## src/rtl/spwLinkPkg.sv

```systemverilog
`timescale 1ns/1ps
package spwLinkPkg;
  typedef enum logic [2:0] {
    ST_ERR_RESET  = 3'd0,
    ST_ERR_WAIT   = 3'd1,
    ST_READY      = 3'd2,
    ST_STARTED    = 3'd3,
    ST_CONNECTING = 3'd4,
    ST_RUN        = 3'd5
  } linkState_t;

  // strobes from control to datapath
  typedef struct packed {
    logic timerClear;
    logic nullClear;
    logic creditClear;
    logic creditAdd;
    logic creditTake;
  } dpCtrl_t;

  // flags from datapath to control
  typedef struct packed {
    logic resetDone;
    logic timeoutHit;
    logic nullSeen;
    logic creditWouldOverflow;
    logic creditAvail;
  } dpStat_t;
endpackage

```

## src/rtl/spwLinkDatapath.sv

```systemverilog
`timescale 1ns/1ps
module spwLinkDatapath
  import spwLinkPkg::*;
#(
  parameter int RESET_CYC   = 640,
  parameter int TIMEOUT_CYC = 1280,
  parameter int CREDIT_STEP = 8,
  parameter int CREDIT_MAX  = 56,
  localparam int CRED_W     = $clog2(CREDIT_MAX + 1)
) (
  input  logic              clk,
  input  logic              rstN,
  input  dpCtrl_t           ctrl,
  input  logic              gotNull,
  output dpStat_t           stat,
  output logic [CRED_W-1:0] txCredit
);
  localparam int TMAX    = (RESET_CYC > TIMEOUT_CYC) ? RESET_CYC : TIMEOUT_CYC;
  localparam int TIMER_W = $clog2(TMAX + 1);

  logic [TIMER_W-1:0] timer;
  logic               nullSeen;
  logic [CRED_W:0]    creditSum;

  // cycles spent in the current state, saturating
  always_ff @(posedge clk) begin
    if (!rstN || ctrl.timerClear) timer <= '0;
    else if (timer != TIMER_W'(TMAX)) timer <= timer + 1'b1;
  end

  // NULL received since the last recovery
  always_ff @(posedge clk) begin
    if (!rstN || ctrl.nullClear) nullSeen <= 1'b0;
    else if (gotNull) nullSeen <= 1'b1;
  end

  always_ff @(posedge clk) begin
    if (!rstN || ctrl.creditClear) txCredit <= '0;
    else begin
      case ({ctrl.creditAdd, ctrl.creditTake})
        2'b10:   txCredit <= txCredit + CRED_W'(CREDIT_STEP);
        2'b01:   txCredit <= txCredit - 1'b1;
        2'b11:   txCredit <= txCredit + CRED_W'(CREDIT_STEP - 1);
        default: txCredit <= txCredit;
      endcase
    end
  end

  always_comb begin
    creditSum                = {1'b0, txCredit} + (CRED_W + 1)'(CREDIT_STEP);
    stat.resetDone           = (timer == TIMER_W'(RESET_CYC - 1));
    stat.timeoutHit          = (timer == TIMER_W'(TIMEOUT_CYC - 1));
    stat.nullSeen            = nullSeen;
    stat.creditWouldOverflow = (creditSum > (CRED_W + 1)'(CREDIT_MAX));
    stat.creditAvail         = (txCredit != '0);
  end
endmodule

```

## src/rtl/spwLinkControl.sv

```systemverilog
`timescale 1ns/1ps
module spwLinkControl
  import spwLinkPkg::*;
(
  input  logic       clk,
  input  logic       rstN,
  input  logic       autoStart,
  input  logic       linkStart,
  input  logic       linkDis,
  input  logic       gotNull,
  input  logic       gotFct,
  input  logic       gotData,
  input  logic       rxDisconnect,
  input  logic       rxParityErr,
  input  logic       rxEscapeErr,
  input  logic       txCharSent,
  input  dpStat_t    stat,
  output dpCtrl_t    ctrl,
  output linkState_t state,
  output logic       errDisc,
  output logic       errPar,
  output logic       errEsc,
  output logic       errCred
);
  linkState_t nextState;
  logic rxFault, nullKnown, fctBad, creditLive, inRun;

  always_comb begin
    rxFault    = rxDisconnect | rxParityErr | rxEscapeErr;
    nullKnown  = gotNull | stat.nullSeen;
    creditLive = (state == ST_CONNECTING) || (state == ST_RUN);
    inRun      = (state == ST_RUN);
    fctBad     = gotFct & stat.creditWouldOverflow & creditLive;
    nextState  = state;
    case (state)
      ST_ERR_RESET:
        if (stat.resetDone) nextState = ST_ERR_WAIT;
      ST_ERR_WAIT:
        if (rxFault || gotFct || gotData) nextState = ST_ERR_RESET;
        else if (stat.timeoutHit)         nextState = ST_READY;
      ST_READY:
        if (rxFault || gotFct || gotData) nextState = ST_ERR_RESET;
        else if (!linkDis && (linkStart || (autoStart && nullKnown)))
          nextState = ST_STARTED;
      ST_STARTED:
        if (linkDis || rxFault || gotFct || gotData || stat.timeoutHit)
          nextState = ST_ERR_RESET;
        else if (nullKnown) nextState = ST_CONNECTING;
      ST_CONNECTING:
        if (linkDis || rxFault || gotData || fctBad || stat.timeoutHit)
          nextState = ST_ERR_RESET;
        else if (gotFct) nextState = ST_RUN;
      ST_RUN:
        if (linkDis || rxFault || fctBad) nextState = ST_ERR_RESET;
      default: nextState = ST_ERR_RESET;
    endcase

    ctrl.timerClear  = (nextState != state);
    ctrl.nullClear   = (state == ST_ERR_RESET);
    ctrl.creditClear = (nextState != ST_CONNECTING) && (nextState != ST_RUN);
    ctrl.creditAdd   = gotFct && creditLive && !ctrl.creditClear;
    ctrl.creditTake  = txCharSent && inRun && stat.creditAvail && !ctrl.creditClear;
  end

  always_ff @(posedge clk) begin
    if (!rstN) begin
      state   <= ST_ERR_RESET;
      errDisc <= 1'b0;
      errPar  <= 1'b0;
      errEsc  <= 1'b0;
      errCred <= 1'b0;
    end else begin
      state   <= nextState;
      errDisc <= inRun && rxDisconnect;
      errPar  <= inRun && rxParityErr;
      errEsc  <= inRun && rxEscapeErr;
      errCred <= fctBad;
    end
  end
endmodule

```

## src/rtl/spwLinkController.sv

```systemverilog
`timescale 1ns/1ps
module spwLinkController
  import spwLinkPkg::*;
#(
  parameter int RESET_CYC   = 640,
  parameter int TIMEOUT_CYC = 1280,
  parameter int CREDIT_STEP = 8,
  parameter int CREDIT_MAX  = 56,
  localparam int CRED_W     = $clog2(CREDIT_MAX + 1)
) (
  input  logic              clk,
  input  logic              rstN,
  input  logic              autoStart,
  input  logic              linkStart,
  input  logic              linkDis,
  input  logic              gotNull,
  input  logic              gotFct,
  input  logic              gotData,
  input  logic              rxDisconnect,
  input  logic              rxParityErr,
  input  logic              rxEscapeErr,
  input  logic              txCharSent,
  output logic              rxEnable,
  output logic              sendNullOk,
  output logic              sendFctOk,
  output logic              sendDataOk,
  output logic              isStarted,
  output logic              isConnecting,
  output logic              isRunning,
  output logic              errDisc,
  output logic              errPar,
  output logic              errEsc,
  output logic              errCred,
  output logic [CRED_W-1:0] txCredit
);
  dpCtrl_t    dpCtrl;
  dpStat_t    dpStat;
  linkState_t linkState;

  spwLinkControl u_ctrl (
    .clk(clk), .rstN(rstN), .autoStart(autoStart), .linkStart(linkStart),
    .linkDis(linkDis), .gotNull(gotNull), .gotFct(gotFct), .gotData(gotData),
    .rxDisconnect(rxDisconnect), .rxParityErr(rxParityErr),
    .rxEscapeErr(rxEscapeErr), .txCharSent(txCharSent), .stat(dpStat),
    .ctrl(dpCtrl), .state(linkState), .errDisc(errDisc), .errPar(errPar),
    .errEsc(errEsc), .errCred(errCred)
  );

  spwLinkDatapath #(
    .RESET_CYC(RESET_CYC), .TIMEOUT_CYC(TIMEOUT_CYC),
    .CREDIT_STEP(CREDIT_STEP), .CREDIT_MAX(CREDIT_MAX)
  ) u_dp (
    .clk(clk), .rstN(rstN), .ctrl(dpCtrl), .gotNull(gotNull),
    .stat(dpStat), .txCredit(txCredit)
  );

  always_comb begin
    isStarted    = (linkState == ST_STARTED);
    isConnecting = (linkState == ST_CONNECTING);
    isRunning    = (linkState == ST_RUN);
    rxEnable     = (linkState != ST_ERR_RESET);
    sendNullOk   = isStarted | isConnecting | isRunning;
    sendFctOk    = isConnecting | isRunning;
    sendDataOk   = isRunning;
  end
endmodule

```

## config.mk

```make
export PLATFORM = sky130hd
export DESIGN_NAME = spwLinkController
export DESIGN_NICKNAME = d
export VERILOG_FILES = /design/src/rtl/spwLinkPkg.sv /design/src/rtl/spwLinkDatapath.sv /design/src/rtl/spwLinkControl.sv /design/src/rtl/spwLinkController.sv
export SDC_FILE = /design/constraint.sdc
export NUM_CORES = 1
export LEC_CHECK = 0
export BUFFER_PORTS_ARGS = -buffer_cell sky130_fd_sc_hd__clkbuf_2
export CORE_MARGIN = 2
export CORE_UTILIZATION = 30
export CTS_BUF_LIST = sky130_fd_sc_hd__clkbuf_8 sky130_fd_sc_hd__clkbuf_16
export CTS_CLUSTER_SIZE = 8
export DETAILED_ROUTE_END_ITERATION = 8
export PLACE_DENSITY = 0.53
export SLEW_MARGIN = 20
export SYNTH_ARGS = -nofsm -noshare
export SYNTH_HDL_FRONTEND = slang
export SYNTH_HIERARCHICAL = 1
export SYNTH_SLANG_ARGS = --single-unit
```

## constraint.sdc

```tcl
create_clock -name clk -period 2.95 [get_ports clk]
set_clock_uncertainty 0.15 [all_clocks]
set_input_delay 0.59 -clock clk [delete_from_list [all_inputs] [get_ports clk]]
set_output_delay 0.59 -clock clk [all_outputs]
set_load 0.05 [all_outputs]
```

* After elaboration in Yosys (flattened, before gate mapping) *
Index checks and enable logic that the tools add are counted.

word-level totals
  output and inout bits = 17
  logic and storage cells = 81
  input bits = 12
  register bits after elaboration = 25

operators by class
  bitwise gates (word level) = 8
  reduce and logical (&&, ||, !) cells = 33
  order comparisons = 1
  equality and inequality tests = 14
  add/subtract/negate cells = 5
  muxes and demuxes = 12

operator list
  kind                                                           number
  two-way mux 3 bit                                              10
  case mux 3 bit (6 select lines)                                1
  case mux 6 bit (3 select lines)                                1
  logical OR 1 bit                                               15
  adder 11 x 1 -> 11 bit, second input constant                  1
  == test 11 x 10 -> 1 bit, second input constant                1
  == test 11 bit, second input constant                          1
  logical AND 1 bit                                              11
  inequality test 11 bit, second input constant                  1
  adder 6 x 4 -> 7 bit, second input constant                    1
  greater-than comparator 7 x 6 -> 1 bit, second input constant  1
  adder 6 x 3 -> 6 bit, second input constant                    1
  adder 6 x 4 -> 6 bit, second input constant                    1
  == test 3 x 2 -> 1 bit, second input constant                  2
  == test 3 bit, second input constant                           2
  inequality test 3 bit, second input constant                   2
  OR 1 bit                                                       6
  nonzero test 3 bit                                             2
  nonzero test 6 bit                                             1
  subtractor 6 x 1 -> 6 bit, second input constant               1
  == test 2 bit, second input constant                           2
  == test 3 x 1 -> 1 bit, second input constant                  1
  logical NOT 1 bit                                              3
  logical NOT 3 bit                                              1
  3 further kinds                                                4

* Depth between registers and ports, before layout *
Gate-level depths: netlist (run 1).

  depth after elaboration = 14
  depth in mapped cells = 17
  depth with buffers taken out = 16

* Cells and area by module *
Netlist (run 1), hierarchy kept.

by module, submodules not included
  module             cells an instance  instances  sequential area each (µm²)  area an instance (µm²)
  spwLinkDatapath    112                1          360.3                       980.9
  spwLinkControl     54                 1          140.1                       432.9
  spwLinkController  9                  1          0.0                         46.3

* Least setup slack after synthesis (run 1) *
OpenSTA, ideal clock, no wires.

  kind = register to register
  start = reg u_dp.txCredit[3]
  end = reg u_dp.txCredit[5]
  required time = 2.720 ns
  cell stages (with the launch flop) = 16
  buffers on the path = 1
  period minus slack after synthesis = 3.245 ns
  library setup time = 0.080 ns
  path slack = -0.295 ns
  arrival = 3.015 ns
  cells stage by stage = dfxtp_1 -> ha_1 -> nor4b_1 -> nor2_1 -> nand2_1 -> and3_1 -> o21ai_0 -> o21ai_1 -> nor2b_1 -> buf_2 -> nand2_1 -> ha_1 -> o311ai_2 -> a31o_2 -> nand3_1 -> nor3b_1

RTL lines
  item                    RTL line               text
  from (decl)             spwLinkDatapath.sv:16  output logic [CRED_W-1:0] txCredit
  from (signal assigned)  spwLinkDatapath.sv:41  2'b10: txCredit <= txCredit + CRED_W'(CREDIT_STEP);
  from (signal assigned)  spwLinkDatapath.sv:42  2'b01: txCredit <= txCredit - 1'b1;
  from (signal assigned)  spwLinkDatapath.sv:43  2'b11: txCredit <= txCredit + CRED_W'(CREDIT_STEP - 1);

==> impl_metrics.toml, run 1 <==
[die]
rows = 25
core-area_um2 = 4720
dieArea_um2 = 5440
dieHeight_um = 73.8
die_x_um = 73.8
start_util = 0.309
io_pins = 29

[power_and_ir_drop]
vdd_drop_max_uv = 238
power_density_nw_per_um2 = 294
p_leak_nw = 0.830

[placement]
placed_area_um2 = 1870
pre_cts_slack_ps = -215
dp_hpwl_um = 2520
port_buffers = 28
gp_congestion = 0.754

[cts]
root_buffer = "clkbuf_8"
tritoncts = "built"
cts_sinks = 25
cts_max_level = 1
cts_buffer_depth = 2
cts_made_buffers = 3
clk_pin_slew_worst_paths_ps = 90
clk_latency_ps = 260

[layout]
fin_util = 0.421
stdcell_area_um2 = 1990
area_growth_pct = 36.2
drive_above_1_share = 0.363
diodes = 0
final_nets = 245

[hold_path]
hold_path.class = "reg2reg"

[synth]
synth_compound_area_frac = 0.122
yosys.area_share.adder = 0.0514
synth_async_sr_flop_share = 0
ys_warn_count = 6
netlist_instances = 175
yosys.area_share.simple = 0.344
synth_top_family_by_area = "simple AND/OR/NAND/NOR gates"
ys_seq_elements = 25
synth-xor-area-share = 0.0780
syn_nets = 193
synth.distinct_cells = 45
seq_area_frac_synth = 0.343
synth_edf_count = 0
avgSynthCellArea_um2 = 8.34
synth_area_um2 = 1460
synth_mux_area_frac = 0.0137
synth_flop_cell = "dfxtp_1"

[grt]
grt_max_degree = 14
antenna_found_initial = 0
grt_pass1_vias = 1325
gr-usage-all-layers = 0.133
overflow = 0
grt_pass1_wl_um = 5730

[critical_path]
crit_arrival_ps = 2810
endpoint_kind = "flip-flop"
worstPathRequired_ps = 2960
start_kind = "primary input"
setup.worst_path.class = "in2reg"
crit_path_cell_trace = "clkbuf_2, or4_4, nor3_4, nand4_1, o21ai_1, nor2b_4, nand2_2, ha_4, o311ai_2, a31o_2, a21oi_2, nor3b_2"
critical_path.max_fanout = 3
max_stage_delay_ps = 540
critPathSlowestCell = "or4_4"

[detailed_routing]
ant_nets = 0
via_per_inst = 4.74
drcViolationCount = 0
wirelength_um = 3390
drt_iter0_drc = 73
num_vias = 1388
wire_per_inst_um = 11.6
drt_pass1_iterations = 4

[sta]
worstMarginPinSlew_ps = 396
slew_viol_final = 0
hold_viol = 0
period_share = 0.951
rsz0062_at_grt = "yes"
timing.fmax_ghz = 0.356
period_minus_slack_ps = 2810
worst_slack_ps = 145
setup_viol = 0
setup_tns_ps = 0
relSlewSlack = 0.736

[run_status]
status = "complete, no violations"

[flow_run]
max-cap-violations = 0
==> flip-flops by register name (all words and copies together), names as in the netlist <==
| name | flops |
|---|---|
| u_ctrl/errCred | 1 |
| u_dp/nullSeen | 1 |
| u_ctrl/errEsc | 1 |
| u_dp/timer | 11 |
| u_ctrl/errPar | 1 |
| u_dp/txCredit | 6 |
| u_ctrl/state | 3 |
| u_ctrl/errDisc | 1 |
==> what timing repair did <==
item                       CTS  global route
setup endpoints to repair    1             3
resized for setup            1            15
hold buffers                 0             0
pin swaps                    0             2
setup buffers                0             1
==> cells in the final DEF, fill, tap and decap left out, drive strengths merged, types with 2 or more instances in the layout <==
cell type  instances
dfxtp             25
nor3b              3
nor2              23
nor3               5
nor2b              5
nand3b             3
and2               4
mux2i              2
nand3              4
clkbuf            31
a211oi             4
nand4b             2
xor2               8
nand2             12
nor4               3
xnor2              5
a21o               2
nand2b             5
or4                2
a21oi              4
nor4b              3
nand4              5
ha                 6
o21ai              7
and3               5
inv               11
buf               25
or3                2
==> path summary, 6_finish.rpt <==
path            startpoint               end  slack [ps]  depth (start not counted)
max            rxParityErr  u_dp/txCredit[5]         140                         12
min reg2reg  u_dp/nullSeen     u_dp/nullSeen         390                          2
max reg2reg  u_dp/timer[0]  u_dp/txCredit[5]         170                         14
min          u_dp/nullSeen     u_dp/nullSeen         390                          2
==> cell usage after synthesis (2+ instances only) <==
cell      number  area [um^2]
nand3_1        4         20.0
xnor2_1        5         43.8
and2_1         3         18.8
buf_4          2         15.0
nor4b_1        3         26.3
a21oi_1        4         20.0
ha_1           6         75.1
nor4_1         3         18.8
or3_1          2         12.5
nor2b_1        5         31.3
dfxtp_1       25          500
nand2b_1       5         31.3
inv_1         10         37.5
nor2_1        23         86.3
nor3b_1        3         22.5
nand3b_1       3         22.5
a21o_1         2         15.0
nand2_1       12         45.0
a211oi_1       4         30.0
o21ai_0        6         30.0
and3_1         4         25.0
nor3_1         4         20.0
xor2_1         8         70.1
nand4b_1       2         17.5
nand4_1        4         25.0
buf_2          3         15.0
mux2i_1        2         20.0
==> cell type report <==
class	instances	area [um^2]
Timing Repair Buffer	53	328
Multi-Input combinational cell	134	990
Fill cell	493	2730
Clock buffer	3	41.3
Sequential cell	25	505
Clock inverter	1	3.75
Inverter	10	37.5
Tap cell	67	83.8
==> worst max-delay path: cells and delay by family <==
kind                     cells  cell delay (ps)
buffers and inverters        1              100
AO/OA/AOI/OAI                4              690
AND/OR/NAND/NOR              6             1150
adder cells (fa/ha/maj)      1              280
==> power breakdown <==
part / internal (mW) / switching [mW]
clock: 0.0931 / 0.109
combinational: 0.0202 / 0.0199
sequential: 0.341 / 0.00281
==> through the flow <==
stage	hold WS, ps	power [mW]	cells
final	386	0.585	293
after global routing	414	0.617	293
after CTS	394	0.598	292
after detailed placement	381	0.392	288
after global placement	374	0.391	288
after floorplan	325	0.369	175
==> layer usage <==
layer	up-vias	part of all wire	global-route usage	wire, um
met5	-	0	0	0
met4	0	0.016	0.0404	53
met3	6	0.048	0.0288	163
met2	45	0.45	0.222	1520
met1	615	0.49	0.171	1660
li1	722	-	-	-
==> kinds of logic after synthesis <==
logic type	count (synthesis)
muxes	2
xor gates and xnor gates	13
AOI/OAI and AO/OA	25
buffers and inverters	16
DFF	25
and+or+nand+nor	88
adders and majority gates	6
Power figures use the tool's default switching activity.
==> inputs of run 2 (changes only) <==
Settings changed: BUFFER_PORTS_ARGS -buffer_cell sky130_fd_sc_hd__clkbuf_2 to unset, DONT_BUFFER_PORTS set to 1, PLACE_DENSITY 0.53 to 0.48.
==> impl_metrics.toml, run 2 (synthesis gave the netlist of run 1 again) <==
[sta]
period_share = 0.966
rsz0062_at_grt = "yes"
timing.fmax_ghz = 0.351
relSlewSlack = 0.653
slew_viol_final = 0
fin_hold_ws_ps = 275
worstMarginPinSlew_ps = 520
period_minus_slack_ps = 2850
hold_viol = 0
setup_viol = 0

[critical_path]
critical_path.max_fanout = 2
critPathLaunch = "u_dp/txCredit[1]"
setup.worst_path.class = "reg2reg"
start_kind = "flip-flop"
worstPathRequired_ps = 2960
regToRegStartpoint = "u_dp/txCredit[1]"
endpoint_kind = "flip-flop"
crit_arrival_ps = 2860

[layout]
top_register = "u_dp/timer"
drive_above_1_share = 0.294
final_nets = 220
largest_register_ffs = 11
fillCellCount = 491
regArea_um2 = 505
area_growth_pct = 28.2
fin_util = 0.396
final_common_cell = "buf_4"
multiInputGateArea_um2 = 988
diodes = 0
final_cell_mix = "buf_4 (28), nor2_1 (22), dfxtp_1 (21)"
largestRegisters = "u_dp/timer (11), u_dp/txCredit (6), u_ctrl/state (3)"

[power_and_ir_drop]
p_leak_nw = 0.739
power_density_nw_per_um2 = 309
p_int_mw = 0.448
p_sw_frac = 0.225
power_switching_mw = 0.130
p_total_mw = 0.578
vdd_drop_max_uv = 203
share_comb_of_total_power = 0.045
seqPwrFrac = 0.594
clockPowerShare = 0.361

[cts]
cts_max_level = 1
tritoncts = "built"
cts_sinks = 25
root_buffer = "clkbuf_8"
cts_made_buffers = 3
clk_latency_ps = 270
cts_buffer_depth = 2
cts_hold_buf = 0
clk_pin_slew_worst_paths_ps = 90

[detailed_routing]
drcViolationCount = 0
via_per_inst = 4.93
num_vias = 1321
drt_iter0_drc = 38
wire_per_inst_um = 12.9
drt_pass1_iterations = 4
ant_nets = 0
wirelength_um = 3440

[placement]
port_buffers = 0
dp_hpwl_um = 2640
gp_congestion = 0.872

[grt]
overflow = 0
grt_pass1_wl_um = 5760
antenna_found_initial = 0
grt_pass1_vias = 1312
grt_max_degree = 17
gr-usage-all-layers = 0.136

[hold_path]
hold_path_startpoint = "rstN"
hold_path.class = "in2reg"

[die]
dieHeight_um = 73.8
io_pins = 29
die_x_um = 73.8
start_util = 0.309
core-area_um2 = 4720
rows = 25
dieArea_um2 = 5440

[flow_run]
max-cap-violations = 0

[run_status]
status = "complete, no violations"
## run 2: repair_timing
item,in CTS,in global routing
setup endpoints to repair,2,14
hold endpoints to repair,0,0
gates cloned,0,0
buffers inserted,1,1
pin swaps,0,10
gates resized for setup,3,14
## run 2: worst max-delay path, cell delays in order, from the launching register on
cell and delay [ps]:
dfxtp_2 330, inv_1 50, ha_2 170, nand2b_1 80
nor4b_2 280, nor2_1 90, nand2_1 100, and3_4 190
o21ai_2 70, buf_4 170, nor2_4 120, nand2_4 80
ha_4 280, o311ai_4 100, a31o_2 260, a21oi_2 150
nor3b_2 50
## run 2: power groups by stage
stage	clock, mW	combinational, mW	sequential, mW
finish	0.209	0.0260	0.343
global route	0.238	0.0300	0.344
CTS	0.221	0.0255	0.344
detailed placement	0	0.0251	0.352
global placement	0	0.0245	0.351
floorplan	0	0.0167	0.352
## run 2: path summary, 6_finish.rpt
kind         slack (ps)  cells past startpoint          endpoint
max                 100                     16  u_dp/txCredit[5]
min                 270                      2    u_ctrl/errCred
max reg2reg         100                     16  u_dp/txCredit[5]
min reg2reg         390                      2     u_dp/nullSeen
## run 2: metrics by stage
| step | setup slack [ps] | instances | TNS, ps | cell area (um^2) |
|---|---|---|---|---|
| after floorplan | -165 | 175 | -165 | 1500 |
| after global placement | -119 | 262 | -178 | 1740 |
| after detailed placement | -159 | 262 | -239 | 1740 |
| after CTS | 21.2 | 267 | 0 | 1810 |
| after global routing | -83.0 | 268 | -100 | 1870 |
| final | 101 | 268 | 0 | 1870 |
## run 2: final cells by class
class	instances	area share
Clock buffer	3	0.0221
Clock inverter	1	0.00267
Inverter	10	0.0201
Multi-Input combinational cell	134	0.528
Sequential cell	25	0.270
Tap cell	67	0.0448
Timing Repair Buffer	28	0.112
## run 2: layer usage
layer,global-route usage,part of all wire
met1,0.158,0.45
met2,0.238,0.48
met3,0.0412,0.060
met4,0.0444,0.010
met5,0,0
